**config.mk**
```make
export PLATFORM = sky130hd
export DESIGN_NAME = mark_offset_est
export DESIGN_NICKNAME = d
export VERILOG_FILES = /design/src/rtl/mark_pkg.sv /design/src/rtl/mark_cnt_decode.sv /design/src/rtl/mark_leg_comp.sv /design/src/rtl/mark_offset_combine.sv /design/src/rtl/mark_offset_est.sv
export SDC_FILE = /design/constraint.sdc
export NUM_CORES = 2
export LEC_CHECK = 0
export BUFFER_PORTS_ARGS = -buffer_cell sky130_fd_sc_hd__buf_2
export CAP_MARGIN = 20
export CORE_MARGIN = 8
export CORE_UTILIZATION = 55
export DETAILED_ROUTE_END_ITERATION = 10
export HOLD_SLACK_MARGIN = 0.15
export PLACE_DENSITY_LB_ADDON = 0.25
export SLEW_MARGIN = 20
export SYNTH_ARGS = -nofsm -noshare
export SYNTH_HDL_FRONTEND = slang
export SYNTH_SLANG_ARGS = --single-unit
```
**constraint.sdc**
```tcl
create_clock -name clk -period 12.2 [get_ports clk]
set_input_delay 0.61 -clock clk [delete_from_list [all_inputs] [get_ports clk]]
set_output_delay 0.61 -clock clk [all_outputs]
set_load 0.03 [all_outputs]
```
**src/rtl/mark_pkg.sv**
```systemverilog
package mark_pkg;
    // Encoding of the marking count field
    typedef enum logic {
        CNT_INT   = 1'b0,
        CNT_SHIFT = 1'b1
    } cnt_enc_e;

    localparam int LEGS = 2;   // leg 0 forward, leg 1 reverse
endpackage

```
**src/rtl/mark_cnt_decode.sv**
```systemverilog
module mark_cnt_decode
    import mark_pkg::*;
#(
    parameter int CW = 8
) (
    input  cnt_enc_e          enc,
    input  logic [CW-1:0]     raw,
    output logic [CW-1:0]     count
);
    // integer form passes through, R7 bit-shift form is a population count
    always_comb begin
        count = '0;
        unique case (enc)
            CNT_INT: count = raw;
            CNT_SHIFT: begin
                for (int i = 0; i < CW; i++) begin
                    count = count + CW'(raw[i]);
                end
            end
        endcase
    end
endmodule

```
**src/rtl/mark_leg_comp.sv**
```systemverilog
module mark_leg_comp #(
    parameter int TW = 64,
    parameter int CW = 8,
    parameter int KW = 32
) (
    input  logic [TW-1:0]        t_send,
    input  logic [TW-1:0]        t_recv,
    input  logic [CW-1:0]        count,
    input  logic [KW-1:0]        step,
    output logic signed [TW-1:0] leg
);
    localparam int PW = CW + KW;

    logic [PW-1:0] qdelay;

    // queuing delay of one leg, removed from that leg only
    assign qdelay = PW'(count) * PW'(step);
    assign leg    = signed'(t_recv - t_send - TW'(qdelay));
endmodule

```
**src/rtl/mark_offset_combine.sv**
```systemverilog
module mark_offset_combine #(
    parameter int TW = 64
) (
    input  logic signed [TW-1:0] fwd,
    input  logic signed [TW-1:0] rev,
    output logic signed [TW-1:0] offset,
    output logic signed [TW-1:0] delay
);
    logic signed [TW:0]   diff;
    logic signed [TW-1:0] sum;

    // widened difference, halved with an arithmetic shift
    assign diff   = {fwd[TW-1], fwd} - {rev[TW-1], rev};
    assign offset = TW'(diff >>> 1);

    // sum of compensated legs, clamped at zero
    assign sum    = fwd + rev;
    assign delay  = sum[TW-1] ? '0 : sum;
endmodule

```
**src/rtl/mark_offset_est.sv**
```systemverilog
module mark_offset_est
    import mark_pkg::*;
#(
    parameter int TW = 64,
    parameter int CW = 8,
    parameter int KW = 32
) (
    input  logic                 clk,
    input  logic                 rst_n,
    input  logic                 ex_valid,
    input  logic [TW-1:0]        ex_t1,
    input  logic [TW-1:0]        ex_t2,
    input  logic [TW-1:0]        ex_t3,
    input  logic [TW-1:0]        ex_t4,
    input  logic [CW-1:0]        ex_fwd_cnt,
    input  logic [CW-1:0]        ex_rev_cnt,
    input  logic                 ex_enc,
    input  logic [KW-1:0]        cfg_step,
    output logic                 res_valid,
    output logic signed [TW-1:0] res_offset,
    output logic signed [TW-1:0] res_delay
);
    logic [TW-1:0] in_send [LEGS];
    logic [TW-1:0] in_recv [LEGS];
    logic [CW-1:0] in_raw  [LEGS];
    logic [CW-1:0] in_cnt  [LEGS];

    assign in_send[0] = ex_t1;
    assign in_recv[0] = ex_t2;
    assign in_raw[0]  = ex_fwd_cnt;
    assign in_send[1] = ex_t3;
    assign in_recv[1] = ex_t4;
    assign in_raw[1]  = ex_rev_cnt;

    // Stage 1: decode, and capture step with the exchange
    logic          s1_valid;
    logic [TW-1:0] s1_send [LEGS];
    logic [TW-1:0] s1_recv [LEGS];
    logic [CW-1:0] s1_cnt  [LEGS];
    logic [KW-1:0] s1_step;

    // Stage 2: compensated legs
    logic                 s2_valid;
    logic signed [TW-1:0] s2_leg  [LEGS];
    logic signed [TW-1:0] cmp_leg [LEGS];

    for (genvar g = 0; g < LEGS; g++) begin : g_leg
        mark_cnt_decode #(.CW(CW)) u_dec (
            .enc   (cnt_enc_e'(ex_enc)),
            .raw   (in_raw[g]),
            .count (in_cnt[g])
        );

        mark_leg_comp #(.TW(TW), .CW(CW), .KW(KW)) u_comp (
            .t_send (s1_send[g]),
            .t_recv (s1_recv[g]),
            .count  (s1_cnt[g]),
            .step   (s1_step),
            .leg    (cmp_leg[g])
        );

        always_ff @(posedge clk or negedge rst_n) begin
            if (!rst_n) begin
                s1_send[g] <= '0;
                s1_recv[g] <= '0;
                s1_cnt[g]  <= '0;
                s2_leg[g]  <= '0;
            end else begin
                if (ex_valid) begin
                    s1_send[g] <= in_send[g];
                    s1_recv[g] <= in_recv[g];
                    s1_cnt[g]  <= in_cnt[g];
                end
                if (s1_valid) begin
                    s2_leg[g] <= cmp_leg[g];
                end
            end
        end
    end

    // Stage 3: combine
    logic signed [TW-1:0] cmb_offset;
    logic signed [TW-1:0] cmb_delay;

    mark_offset_combine #(.TW(TW)) u_comb (
        .fwd    (s2_leg[0]),
        .rev    (s2_leg[1]),
        .offset (cmb_offset),
        .delay  (cmb_delay)
    );

    // Valid pipeline and result registers that hold when idle
    always_ff @(posedge clk or negedge rst_n) begin
        if (!rst_n) begin
            s1_valid   <= 1'b0;
            s2_valid   <= 1'b0;
            res_valid  <= 1'b0;
            s1_step    <= '0;
            res_offset <= '0;
            res_delay  <= '0;
        end else begin
            s1_valid  <= ex_valid;
            s2_valid  <= s1_valid;
            res_valid <= s2_valid;
            if (ex_valid) begin
                s1_step <= cfg_step;
            end
            if (s2_valid) begin
                res_offset <= cmb_offset;
                res_delay  <= cmb_delay;
            end
        end
    end
endmodule

```
==> load_flow_metrics.sql <==
INSERT INTO impl_metrics (metric_group, metric, value, unit) VALUES
('status', 'outcome', 'finished, final reports clean', ''),
('logic_synthesis', 'count_leader_synth', 'sky130_fd_sc_hd__inv_1', ''),
('logic_synthesis', 'synthDominantCellAreaShare', '25.9', '%'),
('clock_network', 'cts.htree.levels', '3', ''),
('final_layout', 'drive_gt1_share', '15.0', '%'),
('global_routing', 'grt_start_max_net_pins', '158', ''),
('route', 'drt_wl_total', '157000', 'microns'),
('setup_path', 'r2r_start', 's1_cnt[2]', ''),
('worst_hold_path', 'hp-start', 'ex_t2[6]', ''),
('logic_synthesis', 'synth_enable_flop_cells', '0', ''),
('clock_network', 'tritoncts', 'yes', ''),
('timing', 'finalCritPeriodShare', '57.6', '%'),
('logic_synthesis', 'yosys-top-cells-count', 'sky130_fd_sc_hd__inv_1 (1025), sky130_fd_sc_hd__dfrtp_1 (562), sky130_fd_sc_hd__fa_1 (530), sky130_fd_sc_hd__and2_1 (465), sky130_fd_sc_hd__nand2_1 (386)', ''),
('timing', 'clock-skew-final', '0.0239', 'ns'),
('clock_network', 'clkSinkCount', '562', ''),
('logic_synthesis', 'post_synth.cell_area_avg', '9.26', 'sq um'),
('clock_network', 'cts_root_buffer', 'sky130_fd_sc_hd__clkbuf_16', ''),
('logic_synthesis', 'synth_area_leader_cell', 'sky130_fd_sc_hd__dfrtp_1', ''),
('final_layout', 'nets_finish', '7323', ''),
('timing', 'fin_tns_setup', '0', 'ns'),
('clock_network', 'cts_repair_resize_count', '0', ''),
('setup_path', 'cp_required', '12.69', 'ns'),
('timing', 'timing_hold_violations_final', '0', ''),
('clock_network', 'cts.clk_slew.worst_paths', '0.06', 'ns'),
('global_routing', 'grt_pass1_wl', '247000', 'microns'),
('timing', 'timing.max_slew.rel_slack', '25.9', '%'),
('flow_run', 'max-cap-violations', '0', ''),
('route', 'drtPass1Iterations', '7', ''),
('route', 'antenna_violating_nets_post_route', '0', ''),
('route', 'drcViolationCount', '0', ''),
('timing', 'final.min_clock_period', '7.03', 'ns'),
('timing', 'fmax', '142', 'MHz'),
('floorplan', 'placeableCoreArea', '0.0981', 'sq mm'),
('timing', 'maxSlewViolCount', '0', ''),
('global_routing', 'grt-ovfl-total', '0', ''),
('global_routing', 'grt_use_total', '28.7', '%'),
('timing', 'setup_repair_after_global_routing_missed_its_margin', 'false', ''),
('route', 'wl_per_cell', '21.0', 'microns'),
('worst_hold_path', 'hold_path.class', 'in2reg', ''),
('timing', 'worst-slew-pin-transition', '1.11', 'ns'),
('logic_synthesis', 'synth_sequential_area_ratio', '25.9', '%'),
('clock_network', 'insertion_delay', '0.65', 'ns'),
('logic_synthesis', 'synth.ff_latch_count', '562', ''),
('floorplan', 'boundaryPins', '437', ''),
('floorplan', 'initial_utilization', '55.3', '%'),
('final_layout', 'syn2layout_area_growth', '10.1', '%'),
('worst_hold_path', 'min_to', 's1_recv[70]', ''),
('worst_hold_path', 'worstHoldPathCells', '3', ''),
('logic_synthesis', 'synth_async_sr_flop_share', '100', '%'),
('floorplan', 'floorplan.die.height', '330', 'microns'),
('setup_path', 'criticalPathCategory', 'reg2reg', ''),
('global_routing', 'first_global_vias', '43400', ''),
('route', 'detail_route.vias_per_cell', '5.66', ''),
('place', 'post-dp-hpwl', '125000', 'microns'),
('logic_synthesis', 'yosys_warnings', '0', ''),
('logic_synthesis', 'netlist_top_cells_area', 'sky130_fd_sc_hd__dfrtp_1 (26%), sky130_fd_sc_hd__fa_1 (20%), sky130_fd_sc_hd__ha_1 (8.4%), sky130_fd_sc_hd__inv_1 (7.1%), sky130_fd_sc_hd__mux2_2 (5.8%)', ''),
('floorplan', 'design.die.area', '0.109', 'sq mm'),
('setup_path', 'timing.rr.end', 's2_leg[63]', ''),
('floorplan', 'die-width', '330', 'microns'),
('setup_path', 'critical_path_peak_fanout', '33', ''),
('setup_path', 'end_kind', 'register', ''),
('place', 'io_buffer_count', '435', ''),
('logic_synthesis', 'synth.net_count', '7063', ''),
('logic_synthesis', 'post_synth_inst_count', '5860', ''),
('place', 'finalWeightedCongestion', '0.935', ''),
('timing', 'setup_viol', '0', ''),
('global_routing', 'number_of_antenna_violations_at_the_first_check_in_global_routing', '8', ''),
('setup_path', 'worst-r2r-cell-count', '21', ''),
('clock_network', 'max-clock-path-buffers', '3', ''),
('clock_network', 'cts-buffers-inserted', '69', ''),
('setup_path', 'timing.critical_path.arrival', '7.52', 'ns'),
('route', 'dr_total_vias', '42300', ''),
('setup_path', 'cp-start-kind', 'register', ''),
('logic_synthesis', 'synthFlopType', 'sky130_fd_sc_hd__dfrtp_1', ''),
('logic_synthesis', 'post_synth_instance_area', '0.0543', 'sq mm'),
('route', 'initialDrtViolationCount', '3238', ''),
('logic_synthesis', 'netlist-cell-type-count', '104', ''),
('floorplan', 'fp-row-count', '115', ''),
('setup_path', 'reg2reg_slack', '5.17', 'ns');
## per-layer routing
layer,wire length (microns),GRT usage [%]
met4,4780,8.62
met1,72900,42.1
met2,68300,43.7
met5,12,0
met3,10900,4.87
## per-stage QoR
stage / setup slack (ns) / hold slack (ns) / area [sq um] / std cells / utilization [%]
final: 5.17 / 0.178 / 59700 / 7460 / 60.9
after detailed placement: 5.17 / 0.475 / 57100 / 7320 / 58.2
after global routing: 4.85 / 0.166 / 59700 / 7458 / 60.9
after floorplan: 6.27 / 0.314 / 54300 / 5860 / -
after CTS: 5.14 / 0.150 / 59700 / 7457 / 60.8
after global placement: 5.26 / 0.470 / 57100 / 7320 / 58.2
## repair_timing
| item | CTS | global route |
|---|---|---|
| buffers inserted | 0 | 0 |
| setup endpoints to repair | 0 | 0 |
| hold endpoints to repair | 109 | 0 |
| hold buffers | 16 | 0 |
## registers in the layout (all words and copies together) (netlist names), 16 cells and up
signal      flops
s1_recv       128
res_offset     64
s1_send       128
s1_cnt         16
res_delay      63
s2_leg        128
s1_step        32
## critical path, cell delays in order (launching register included)
cell and delay [ns]:
sky130_fd_sc_hd__dfrtp_1 1.04, sky130_fd_sc_hd__and2_1 0.27, sky130_fd_sc_hd__fa_1 0.42, sky130_fd_sc_hd__inv_1 0.09, sky130_fd_sc_hd__fa_1 0.45, sky130_fd_sc_hd__fa_1 0.50, sky130_fd_sc_hd__fa_1 0.49, sky130_fd_sc_hd__inv_1 0.05
sky130_fd_sc_hd__fa_1 0.48, sky130_fd_sc_hd__inv_1 0.05, sky130_fd_sc_hd__ha_1 0.37, sky130_fd_sc_hd__and4_1 0.23, sky130_fd_sc_hd__nor3b_1 0.23, sky130_fd_sc_hd__o31ai_1 0.15, sky130_fd_sc_hd__a22oi_2 0.46, sky130_fd_sc_hd__a21oi_2 0.15
sky130_fd_sc_hd__nor3b_2 0.36, sky130_fd_sc_hd__a31o_2 0.24, sky130_fd_sc_hd__a41oi_1 0.23, sky130_fd_sc_hd__o311a_1 0.41, sky130_fd_sc_hd__xnor2_1 0.13, sky130_fd_sc_hd__a21oi_1 0.08
## how the worst max path moves through the flow
stage / start / endpoint / slack [ns] / cells past startpoint
after detailed placement: s1_cnt[10] / s2_leg[127] / 5.17 / 21
final: s1_cnt[2] / s2_leg[63] / 5.17 / 21
after global placement: s1_cnt[12] / s2_leg[125] / 5.26 / 21
after floorplan: s1_cnt[11] / s2_leg[124] / 6.27 / 23
after global routing: s1_cnt[2] / s2_leg[63] / 4.85 / 21
after CTS: s1_cnt[10] / s2_leg[127] / 5.14 / 21
## layout by cell type (no fill, tap or decap), types with 12 or more instances in the layout
cell	synthesis	routed
sky130_fd_sc_hd__o21a_1	22	22
sky130_fd_sc_hd__and3_1	20	20
sky130_fd_sc_hd__o21ai_0	313	313
sky130_fd_sc_hd__o31ai_1	34	34
sky130_fd_sc_hd__and2_1	465	465
sky130_fd_sc_hd__nor2b_1	23	23
sky130_fd_sc_hd__nand3b_1	12	12
sky130_fd_sc_hd__nand3_1	81	81
sky130_fd_sc_hd__ha_1	365	365
sky130_fd_sc_hd__xnor2_1	197	197
sky130_fd_sc_hd__nor4_1	26	26
sky130_fd_sc_hd__o2bb2ai_1	16	16
sky130_fd_sc_hd__dlygate4sd3_1	0	16
sky130_fd_sc_hd__xor2_1	42	42
sky130_fd_sc_hd__mux2_2	281	281
sky130_fd_sc_hd__mux2i_1	21	21
sky130_fd_sc_hd__a31oi_1	33	33
sky130_fd_sc_hd__clkbuf_8	0	14
sky130_fd_sc_hd__buf_2	30	433
sky130_fd_sc_hd__inv_1	1025	1025
sky130_fd_sc_hd__or3_1	15	15
sky130_fd_sc_hd__dfrtp_1	562	552
sky130_fd_sc_hd__nand2b_1	27	27
sky130_fd_sc_hd__nand2_1	386	386
sky130_fd_sc_hd__a21o_1	110	110
sky130_fd_sc_hd__a21oi_1	317	317
sky130_fd_sc_hd__nor3_1	39	39
sky130_fd_sc_hd__nand4_1	57	57
sky130_fd_sc_hd__clkbuf_16	0	71
sky130_fd_sc_hd__nor2_1	218	218
sky130_fd_sc_hd__o211ai_1	20	20
sky130_fd_sc_hd__o21bai_1	80	80
sky130_fd_sc_hd__o21ai_1	21	21
sky130_fd_sc_hd__fa_1	530	530
sky130_fd_sc_hd__a211oi_1	29	29
sky130_fd_sc_hd__buf_4	11	17
## layout make-up
| class | count | area (sq um) |
|---|---|---|
| clock buffer | 94 | 2000 |
| clock inverter | 27 | 435 |
| fill | 8487 | 38400 |
| timing repair buffer | 470 | 2520 |
| antenna | 3 | 7.51 |
| multi-input combinational | 3980 | 35200 |
| sequential | 562 | 14100 |
| inverter | 1037 | 3890 |
| tap | 1287 | 1610 |
## kinds of logic after synthesis
kind of cell    Yosys count  share of synthesized area (%)
fa+ha+maj               895                           28.0
simple gates           1407                           13.3
buf+inv                1318                           9.28
mux                     302                           6.22
flops                   562                           25.9
other cells               1                        0.00691
compound gates         1135                           13.4
xor+xnor                240                           3.89
Power is left out: the tool's default activity adds up to more than one toggle a clock period on the data nets, which glitch-free logic cannot reach.
